--- config.mk ---
export PLATFORM = sky130hd
export DESIGN_NAME = scp_regbank
export DESIGN_NICKNAME = d
export VERILOG_FILES = /design/src/rtl/scp_pkg.sv /design/src/rtl/scp_ctrl_reg.sv /design/src/rtl/scp_wfi.sv /design/src/rtl/scp_pid_reg.sv /design/src/rtl/scp_regbank.sv
export SDC_FILE = /design/constraint.sdc
export NUM_CORES = 1
export LEC_CHECK = 0
export ABC_AREA = 0
export BUFFER_PORTS_ARGS = -buffer_cell sky130_fd_sc_hd__buf_2
export CAP_MARGIN = 10
export CORE_ASPECT_RATIO = 0.5
export CORE_MARGIN = 3
export CORE_UTILIZATION = 40
export DETAILED_ROUTE_END_ITERATION = 8
export HOLD_SLACK_MARGIN = 0.12
export PLACE_DENSITY = 0.74
export SYNTH_ARGS = -nofsm -noshare
export SYNTH_HDL_FRONTEND = slang
export SYNTH_HIERARCHICAL = 1
export SYNTH_SLANG_ARGS = --single-unit
--- constraint.sdc ---
create_clock -name clk -period 3.96 [get_ports clk]
set_clock_uncertainty 0.2 [all_clocks]
set_input_delay 0.594 -clock clk [delete_from_list [all_inputs] [get_ports clk]]
set_output_delay 0.594 -clock clk [all_outputs]
set_load 0.05 [all_outputs]
--- src/rtl/scp_pkg.sv ---
package scp_pkg;

    localparam int DATA_W = 32;
    localparam int IDX_W  = 4;

    localparam logic [IDX_W-1:0] CTRL_IDX = 4'd1;
    localparam logic [IDX_W-1:0] CORE_IDX = 4'd7;
    localparam logic [IDX_W-1:0] PID_IDX  = 4'd13;

    localparam int BIT_DSRAM  = 2;
    localparam int BIT_WBUF   = 3;
    localparam int BIT_ENDIAN = 7;
    localparam int BIT_ISRAM  = 12;

    typedef struct packed {
        logic isram_en;
        logic big_endian;
        logic wbuf_en;
        logic dsram_en;
    } ctrl_t;

    typedef enum logic [2:0] {
        ACC_NONE,
        ACC_CTRL,
        ACC_CORE,
        ACC_PID,
        ACC_OTHER
    } acc_kind_e;

    function automatic acc_kind_e decode_access(logic valid, logic [IDX_W-1:0] idx);
        if (!valid)               return ACC_NONE;
        else if (idx == CTRL_IDX) return ACC_CTRL;
        else if (idx == CORE_IDX) return ACC_CORE;
        else if (idx == PID_IDX)  return ACC_PID;
        else                      return ACC_OTHER;
    endfunction

    function automatic logic [DATA_W-1:0] ctrl_to_word(ctrl_t c);
        logic [DATA_W-1:0] w;
        w             = '0;
        w[BIT_DSRAM]  = c.dsram_en;
        w[BIT_WBUF]   = c.wbuf_en;
        w[BIT_ENDIAN] = c.big_endian;
        w[BIT_ISRAM]  = c.isram_en;
        return w;
    endfunction

    function automatic logic [DATA_W-1:0] read_mux(acc_kind_e kind, ctrl_t c,
                                                   logic [DATA_W-1:0] pid);
        case (kind)
            ACC_CTRL: return ctrl_to_word(c);
            ACC_PID:  return pid;
            default:  return '0;
        endcase
    endfunction

endpackage

--- src/rtl/scp_ctrl_reg.sv ---
module scp_ctrl_reg
    import scp_pkg::*;
(
    input  logic  clk,
    input  logic  rst,
    input  logic  strap_sram_en,
    input  logic  wr_en,
    input  ctrl_t wr_val,
    output ctrl_t q
);
    always_ff @(posedge clk) begin
        if (rst) begin
            q.isram_en   <= strap_sram_en;
            q.dsram_en   <= strap_sram_en;
            q.wbuf_en    <= 1'b0;
            q.big_endian <= 1'b0;
        end else if (wr_en) begin
            q <= wr_val;
        end
    end
endmodule

--- src/rtl/scp_wfi.sv ---
module scp_wfi (
    input  logic clk,
    input  logic rst,
    input  logic start,
    input  logic wake,
    output logic clk_en
);
    logic sleeping;

    always_ff @(posedge clk) begin
        if (rst)          sleeping <= 1'b0;
        else if (start)   sleeping <= 1'b1;
        else if (wake)    sleeping <= 1'b0;
    end

    assign clk_en = ~sleeping;
endmodule

--- src/rtl/scp_pid_reg.sv ---
module scp_pid_reg
    import scp_pkg::*;
(
    input  logic              clk,
    input  logic              rst,
    input  logic              wr_en,
    input  logic [DATA_W-1:0] wdata,
    output logic [DATA_W-1:0] pid,
    output logic              pulse
);
    always_ff @(posedge clk) begin
        if (rst) begin
            pid   <= '0;
            pulse <= 1'b0;
        end else begin
            pulse <= wr_en;
            if (wr_en) pid <= wdata;
        end
    end
endmodule

--- src/rtl/scp_regbank.sv ---
module scp_regbank
    import scp_pkg::*;
(
    input  logic              clk,
    input  logic              rst,
    input  logic              strap_sram_en,
    input  logic              wake_req,
    input  logic              acc_valid,
    input  logic              acc_write,
    input  logic [IDX_W-1:0]  acc_idx,
    input  logic [DATA_W-1:0] acc_wdata,
    output logic [DATA_W-1:0] acc_rdata,
    output logic              isram_en,
    output logic              dsram_en,
    output logic              wbuf_en,
    output logic              big_endian,
    output logic              core_clk_en,
    output logic [DATA_W-1:0] pid_out,
    output logic              pid_wr_pulse
);
    acc_kind_e kind;
    ctrl_t     ctrl_q;
    ctrl_t     ctrl_wr;
    logic      wr_ctrl, wr_core, wr_pid;

    assign kind    = decode_access(acc_valid, acc_idx);
    assign wr_ctrl = acc_write && (kind == ACC_CTRL);
    assign wr_core = acc_write && (kind == ACC_CORE);
    assign wr_pid  = acc_write && (kind == ACC_PID);

    assign ctrl_wr.isram_en   = acc_wdata[BIT_ISRAM];
    assign ctrl_wr.dsram_en   = acc_wdata[BIT_DSRAM];
    assign ctrl_wr.wbuf_en    = acc_wdata[BIT_WBUF];
    assign ctrl_wr.big_endian = acc_wdata[BIT_ENDIAN];

    scp_ctrl_reg u_ctrl (
        .clk           (clk),
        .rst           (rst),
        .strap_sram_en (strap_sram_en),
        .wr_en         (wr_ctrl),
        .wr_val        (ctrl_wr),
        .q             (ctrl_q)
    );

    scp_wfi u_wfi (
        .clk    (clk),
        .rst    (rst),
        .start  (wr_core),
        .wake   (wake_req),
        .clk_en (core_clk_en)
    );

    scp_pid_reg u_pid (
        .clk   (clk),
        .rst   (rst),
        .wr_en (wr_pid),
        .wdata (acc_wdata),
        .pid   (pid_out),
        .pulse (pid_wr_pulse)
    );

    assign acc_rdata  = acc_write ? '0 : read_mux(kind, ctrl_q, pid_out);
    assign isram_en   = ctrl_q.isram_en;
    assign dsram_en   = ctrl_q.dsram_en;
    assign wbuf_en    = ctrl_q.wbuf_en;
    assign big_endian = ctrl_q.big_endian;
endmodule

[After elaboration in Yosys (flattened, before gate mapping)]
Index checks and enable logic that the tools add are counted.
Cells by class
  mux-type cells: 10
  bitwise logic cells: 1
  reduce and logical (&&, ||, !) cells: 5
  eq/ne operators: 6
Operator list (count)
  $pmux W32 S2: 1
  $mux W32: 1
  $mux W3: 4
  $mux W4: 2
  $eq A3 B2 Y1 const B: 2
  $eq A4 B1 Y1 const B: 1
  $eq A4 B3 Y1 const B: 1
  $eq A4 B4 Y1 const B: 1
  $reduce_bool A2 Y1: 2
  $eq A3 B1 Y1 const B: 1
  $logic_and A1 B1 Y1: 3
  $mux W1: 2
  $not A1 Y1: 1
Storage, ports and cells
  word-level logic and storage cells: 29
  output and inout port bits: 70
  flip-flop bits (word level): 38

[Longest topological paths before layout]
Gate-level depths: netlist (run 1).
  depth in word-level cells: 9
  depth in mapped cells: 7
  depth with buffers taken out: 5

[Cells and area by module]
The synthesis (run 1) kept the hierarchy.
By module, submodules not included
  scp_pid_reg: times used 1, area each 1202.4 um^2, cells an instance 106
  scp_regbank: times used 1, area each 306.5 um^2, cells an instance 44
  scp_ctrl_reg: times used 1, area each 160.2 um^2, cells an instance 12
  scp_wfi: times used 1, area each 42.5 um^2, cells an instance 5

[Worst setup path before layout (run 1)]
OpenSTA, ideal clock, no wires.
  kind: input to output
  start point: in acc_valid
  end point: out acc_rdata[26]
  data arrival time: 2.245 ns
  setup slack: 0.921 ns
  stages: 3
  buffers on the path: 0
  cells stage by stage: nand3_2 or3b_1 nor3b_1
On the way
  longest elaborated chain between the ends: 4
  elaborated cells on any way between the ends: 5
Ends and longest elaborated chain
  start: declaration: line scp_regbank.sv:8  | input logic acc_valid,
  $mux W3 *: line scp_pkg.sv:31  | if (!valid) return ACC_NONE;
  $eq A3 B2 Y1 or $eq A3 B1 Y1 (tied branches): line scp_pkg.sv:50  | case (kind)
  $pmux W32 S2 *: line scp_pkg.sv:50
  $mux W32 *: line scp_regbank.sv:62  | assign acc_rdata = acc_write ? '0 : read_mux(kind, ctrl_q, pid_out);
  end: declaration: line scp_regbank.sv:12  | output logic [DATA_W-1:0] acc_rdata,
Every way passes the cells marked *; elsewhere a longest branch is shown, timed or not.

[Worst setup path after layout (run 1)]
  start point: in acc_valid
  end point: out acc_rdata[15]
Same word-level chain as after synthesis.

==> results by group, run 1 <==
Hold path
  – HP Class: register to register
  – Worst Hold Launch: u_wfi/sleeping$_SDFFE_PP0P_
  – Hold-critical path depth: 2
  – Hold path endpoint: u_wfi/sleeping$_SDFFE_PP0P_

Worst setup path
  – Startpoint Class: input pin
  – CP endpoint kind: output port
  – FF-to-FF Start: u_pid/pid[23]$_SDFFE_PP0P_
  – WS Path Type: input pin to output port
  – Crit path max fanout: 18
  – R2R depth: 2
  – WP data required: 3170 ps
  – Data arrival, critical path: approximately 2100 ps
  – R2r setup slk: 3090 ps
  – Worst flop-to-flop path endpoint: u_pid/pid[23]$_SDFFE_PP0P_

Clock network
  – CTS Root Cell: clkbuf_8
  – CTS resizes: 0
  – CTS Buf Count: 5
  – Longest Clk Path Bufs: 2
  – Reg clk slew, reported paths: 70 ps
  – TritonCTS clock tree: done
  – Post-CTS Setup Inserts: 0
  – Hold buffer count at CTS: 0
  – Worst-Skew Late Latency: 270 ps
  – H-tree levels: 2
  – Clock sink count: 38

Placement
  – GPL Wtd Cong: 0.709
  – DPL Wire Length: around 3200 microns
  – Number of port buffers: 111
  – Post-Place Worst Slack: 1010 ps
  – Inst Count DP: approximately 320
  – Area after DPL: ~0.0023 sq mm

Routing
  – Antenna viol nets, final: 0
  – DR pass1 iterations: 4
  – DRC: 0
  – Vias: 1,535
  – Routed wire length: 4100 microns
  – Drt wl/cell: 12.4 microns
  – Vias per inst: 4.64
  – Detailed Route Iter0 Violations: 58

GRT
  – Initial antenna violation count: 0
  – First-pass GRT wire length: 6680 microns
  – GRT Resource Usage Total: about 16%
  – Total gr overflow: 0
  – Number of global-route vias before repair: 1,489
  – Largest net degree at the start of global routing: a little over 40

Timing
  – Worst Max-Slew Pin Slew: 709 ps
  – Final min period: approximately 2900 ps
  – Max-slew headroom: 52.8%
  – Fin. max-slew vios: 0
  – Final setup margin: approximately 1000 ps
  – Share of the clock period used by the worst path: 73.7%
  – Number of endpoints failing setup at the final stage: 0
  – RSZ-0062 raised after global routing: false
  – Hold Violations, Final: 0
  – F_max: 343 MHz
  – TNS Setup: 0 ps

Logic synthesis
  – Syn_nets: 209
  – #FFs+latches synth: 38
  – Mapped Area: 0.00171 sq mm
  – Post-synth ARST share: 0%
  – Mapped Cells: 167
  – Sequential element share of the synthesized area: 45.6%
  – Synth warn: 6
  – Synth Flop Type: dfxtp_1
  – Mean Syn Cell Area: 10.2 sq um
  – EDFF count, synth: 2
  – Cell variety after synth: 24

Layout
  – Most frequent cells in the layout: 111 x buf_2, 36 x dfxtp_1, 34 x mux2i_1
  – # diodes: 0
  – Filler cells: 389
  – Layout area overhead: 38.0%
  – Area of the multi-input gates: 822 sq um
  – Commonest non-fill, non-tap cell in the layout: buf_2
  – Register area: around 780 sq um
  – Layout net count: 318
  – Finished Cell Area: 0.00236 sq mm
  – Post-Layout Cell Count: 331
  – Share of layout cells above drive strength 1: approximately 46%

Pwr
  – Worst IR Drop VDD: 160 uV
  – Overall power: 0.755 mW
  – Pleak: roughly 1.2 nW
  – PwrDens: roughly 320 mW/mm^2

Floorplan
  – Die area: 0.00515 sq mm
  – Boundary pin count: 112
  – Core Area: approximately 0.0040 sq mm
  – Initial Util: 42.8%
  – Die X: 98.5 microns
  – Die span in y: 52.3 microns
  – Cell Rows: 16

Run status
  – Status: completed

Run
  – Max Cap Violations: 0
state kept, by name, indices dropped and copies added (netlist names):
signal and flops:
u_pid/pid 32, u_wfi/sleeping 1, u_ctrl/q 4, u_pid/pulse 1
cell type report:
class | count | share of cell area, %
multi-input combinational | 115 | 34.8
sequential | 38 | 33.1
timing repair buffer | 113 | 24.2
clock buffer | 8 | 4.66
tap | 54 | 2.86
inverter | 3 | 0.477
worst max-delay path, cell delays in order:
cell	delay (ps)
buf_2	100
nand3_2	110
nor4b_4	590
buf_4	320
and2_1	150
buf_2	260
how the worst max path moves through the flow:
stage / endpoint / cells after the start / startpoint
final: acc_rdata[15] / 6 / acc_valid
after global routing: acc_rdata[31] / 6 / acc_idx[0]
after CTS: acc_rdata[15] / 6 / acc_valid
after detailed placement: acc_rdata[15] / 6 / acc_valid
after global placement: acc_rdata[27] / 6 / acc_valid
after floorplan: acc_rdata[26] / 3 / acc_valid
kinds of logic after synthesis:
logic type,count (synthesis),share of synthesized area [%]
mux,34,19.9
flops,38,45.6
simple gates,74,24.1
buf+inv,14,6.80
compound gates,7,3.58
synth_stat cells (2+ instances only):
master    count  area, sq um
and2_1       27          169
inv_1         3         11.3
buf_12        3         60.1
nor3_1        2         10.0
dfxtp_1      36          721
nor2_2        2         12.5
edfxtp_1      2         60.1
buf_2         6         30.0
nor2_1       33          124
mux2i_1      34          340
a22o_1        6         52.6
power by group:
| group | internal [mW] | switching, mW | leakage [nW] |
|---|---|---|---|
| clock network | 0.176 | 0.123 | 0.0575 |
| registers | 0.390 | 0.00263 | 0.310 |
| logic | 0.0246 | 0.0391 | 0.790 |
metal layers:
layer	global-route usage [%]	vias up	wire [microns]
met3	4.12	0	215
met1	17.9	723	1670
met2	31.1	40	2210
met5	0	-	0
met4	3.40	0	0
li1	-	772	-
through the flow:
step / util [%] / hold WS, ps
CTS: 59.0 / 296
floorplan: - / 257
global placement: 56.3 / 274
global route: 59.0 / 332
finish: 59.0 / 292
detailed placement: 56.3 / 282
(Power assumes the default switching activity.)
==> inputs of run 2 (changes only) <==
CORE_UTILIZATION = 38   (was 40)
PLACE_DENSITY = 0.73   (was 0.74)
clock period = 2.4 ns   (was 3.96 ns; I/O delays follow)
==> run 2 against run 1 <==
  * Clock power up 47%
  * Die area is 4.8% higher
  * Sequential share of layout area decreased by 2.1 points
  * Core utilization is 2.4 points higher
  * Register-to-register slack got worse by 1500 ps
  * Non-clock buffer count is 18 higher
  * Global-route usage decreased by 0.33 points
  * Sequential power up 65%
  * Largest power group unchanged
  * Highest routed layer is now met4
==> results by group, run 2 (synthesis results as in run 1) <==
Timing
  – Worst Max-Slew Pin Slew: 506 ps (was 709 ps)
  – Share of the clock period used by the worst path: 87.9%
  – Final min period: 2110 ps
  – RSZ-0062 raised after global routing: false (unchanged)
  – Max-slew headroom: 66.0% (was 52.8%)
  – Final setup margin: 291 ps (was 1040 ps)
  – F_max: 474 MHz
  – TNS Setup: 0 ps (unchanged)
  – Number of endpoints failing setup at the final stage: 0 (unchanged)
  – Hold Violations, Final: 0 (unchanged)
  – Fin. max-slew vios: 0 (unchanged)

Clock network
  – Post-CTS Setup Inserts: 0 (unchanged)
  – Worst-Skew Late Latency: 270 ps (about the same)
  – CTS Root Cell: clkbuf_8 (unchanged)
  – H-tree levels: 2 (unchanged)
  – CTS resizes: 0 (unchanged)
  – Reg clk slew, reported paths: 70 ps (about the same)
  – Clock sink count: 38 (unchanged)
  – Longest Clk Path Bufs: 2 (unchanged)
  – CTS Buf Count: 5 (unchanged)
  – TritonCTS clock tree: done (unchanged)
  – Hold buffer count at CTS: 14 (was 0)

Routing
  – Detailed Route Iter0 Violations: 23 (was 58)
  – Drt wl/cell: 12.8 microns (was 12.4 microns)
  – Vias: 1,591 (was 1,535)
  – Routed wire length: 4470 microns (was 4100 microns)
  – DRC: 0 (unchanged)
  – Antenna viol nets, final: 0 (unchanged)
  – DR pass1 iterations: 4 (unchanged)
  – Vias per inst: 4.56 (was 4.64)

Placement
  – Area after DPL: 0.00229 sq mm (was 0.00225 sq mm)
  – Inst Count DP: 327 (was 323)
  – Post-Place Worst Slack: 288 ps (was 1010 ps)
  – DPL Wire Length: 3360 microns (was 3220 microns)
  – GPL Wtd Cong: 0.725 (was 0.709)
  – Number of port buffers: 111 (unchanged)

Layout
  – Top flop regs: u_pid/pid x32, u_ctrl/q x4 (unchanged)
  – Commonest non-fill, non-tap cell in the layout: buf_2 (unchanged)
  – Layout net count: 336 (was 318)
  – Share of layout cells above drive strength 1: 44.7% (was 46.2%)
  – # diodes: 0 (unchanged)
  – Layout area overhead: 47.1% (was 38.0%)
  – Most frequent cells in the layout: 111 x buf_2, 36 x dfxtp_1, 34 x mux2i_1 (unchanged)
  – Top reg by flops: u_pid/pid (unchanged)
  – Finished Cell Area: 0.00252 sq mm (was 0.00236 sq mm)
  – Max reg flops: 32 (unchanged)
  – Post-Layout Cell Count: 349 (was 331)

Floorplan
  – Boundary pin count: 112 (unchanged)
  – Die X: 101 microns (was 98.5 microns)
  – Core Area: 0.00410 sq mm (was 0.00400 sq mm)
  – Cell Rows: 16 (unchanged)
  – Die area: 0.00539 sq mm (was 0.00515 sq mm)
  – Initial Util: 41.7% (was 42.8%)
  – Die span in y: 53.5 microns (was 52.3 microns)

Run status
  – Status: completed (unchanged)

Worst setup path
  – Crit. Startpoint: acc_valid (unchanged)
  – WS Path Type: input pin to output port (unchanged)
  – FF-to-FF Start: u_pid/pid[17]$_SDFFE_PP0P_ (was u_pid/pid[23]$_SDFFE_PP0P_)
  – WP data required: 1840 ps (was 3170 ps)
  – Startpoint Class: input pin (unchanged)
  – CP endpoint kind: output port (unchanged)
  – Crit path max fanout: 19 (was 18)
  – Data arrival, critical path: 1550 ps (was 2130 ps)

GRT
  – GRT Resource Usage Total: 15.6% (was 16.0%)
  – Total gr overflow: 0 (unchanged)
  – Largest net degree at the start of global routing: 26 (was 41)
  – First-pass GRT wire length: 6580 microns (was 6680 microns)
  – Initial antenna violation count: 0 (unchanged)
  – Number of global-route vias before repair: 1,482 (was 1,489)

Hold path
  – Worst Hold Launch: acc_wdata[16] (was u_wfi/sleeping$_SDFFE_PP0P_)
  – HP Class: input pin to register (was register to register)

Pwr
  – Pleak: 1.23 nW (was 1.16 nW)
  – PwrDens: 482 mW/mm^2 (was 320 mW/mm^2)
  – Worst IR Drop VDD: 241 uV (was 160 uV)

Run
  – Max Cap Violations: 0 (unchanged)
-- run 2: changes by cell type in the layout (fill, tap and decap cells not counted), sizes merged --
cell         before  now
clkinv            0    1
buf             113  117
dlygate4sd3       0   14
clkbuf            8    7
-- run 2: per-layer routing --
layer / vias up / GRT usage (%) / share of wire [%]
met1: 736 / 16.8 / 41
met5: - / 0 / 0
li1: 806 / - / -
met2: 47 / 31.0 / 53
met3: 2 / 4.34 / 5.6
met4: 0 / 3.31 / 0.31
-- run 2: power breakdown --
part / internal (mW) / switching [mW] / leakage [nW]
clock: 0.232 / 0.207 / 0.0482
sequential: 0.643 / 0.00435 / 0.310
combinational: 0.0571 / 0.0694 / 0.869
total: 0.932 / 0.281 / 1.23
-- run 2: cell type report --
class	count	area, sq um
Clock buffer	7	86.3
Clock inverter	1	5.00
Fill cell	372	1590
Inverter	3	11.3
Multi-Input combinational cell	115	827
Sequential cell	38	781
Tap cell	54	67.6
Timing Repair Buffer	131	741
-- run 2: through the flow --
step                hold WS, ps  power [mW]  utilization, %
floorplan                   222       0.719               -
global placement            271       0.769            55.7
global route                128        1.27            61.4
detailed placement          281       0.771            55.7
finish                      125        1.21            61.4
CTS                         122        1.23            61.4
-- run 2: worst paths after layout --
check             slack (ps)  cells after the start                          end
hold reg to reg          290                      2  u_wfi/sleeping$_SDFFE_PP0P_
setup reg to reg        1550                      2   u_pid/pid[17]$_SDFFE_PP0P_
setup / recovery         290                      6                 acc_rdata[2]
hold / removal           130                      3   u_pid/pid[16]$_SDFFE_PP0P_
-- run 2: worst max-delay path: stages --
cell and delay, ps:
buf_2 100, nand3_2 110, nor4b_4 260, buf_4 270
a22o_1 180, buf_2 260
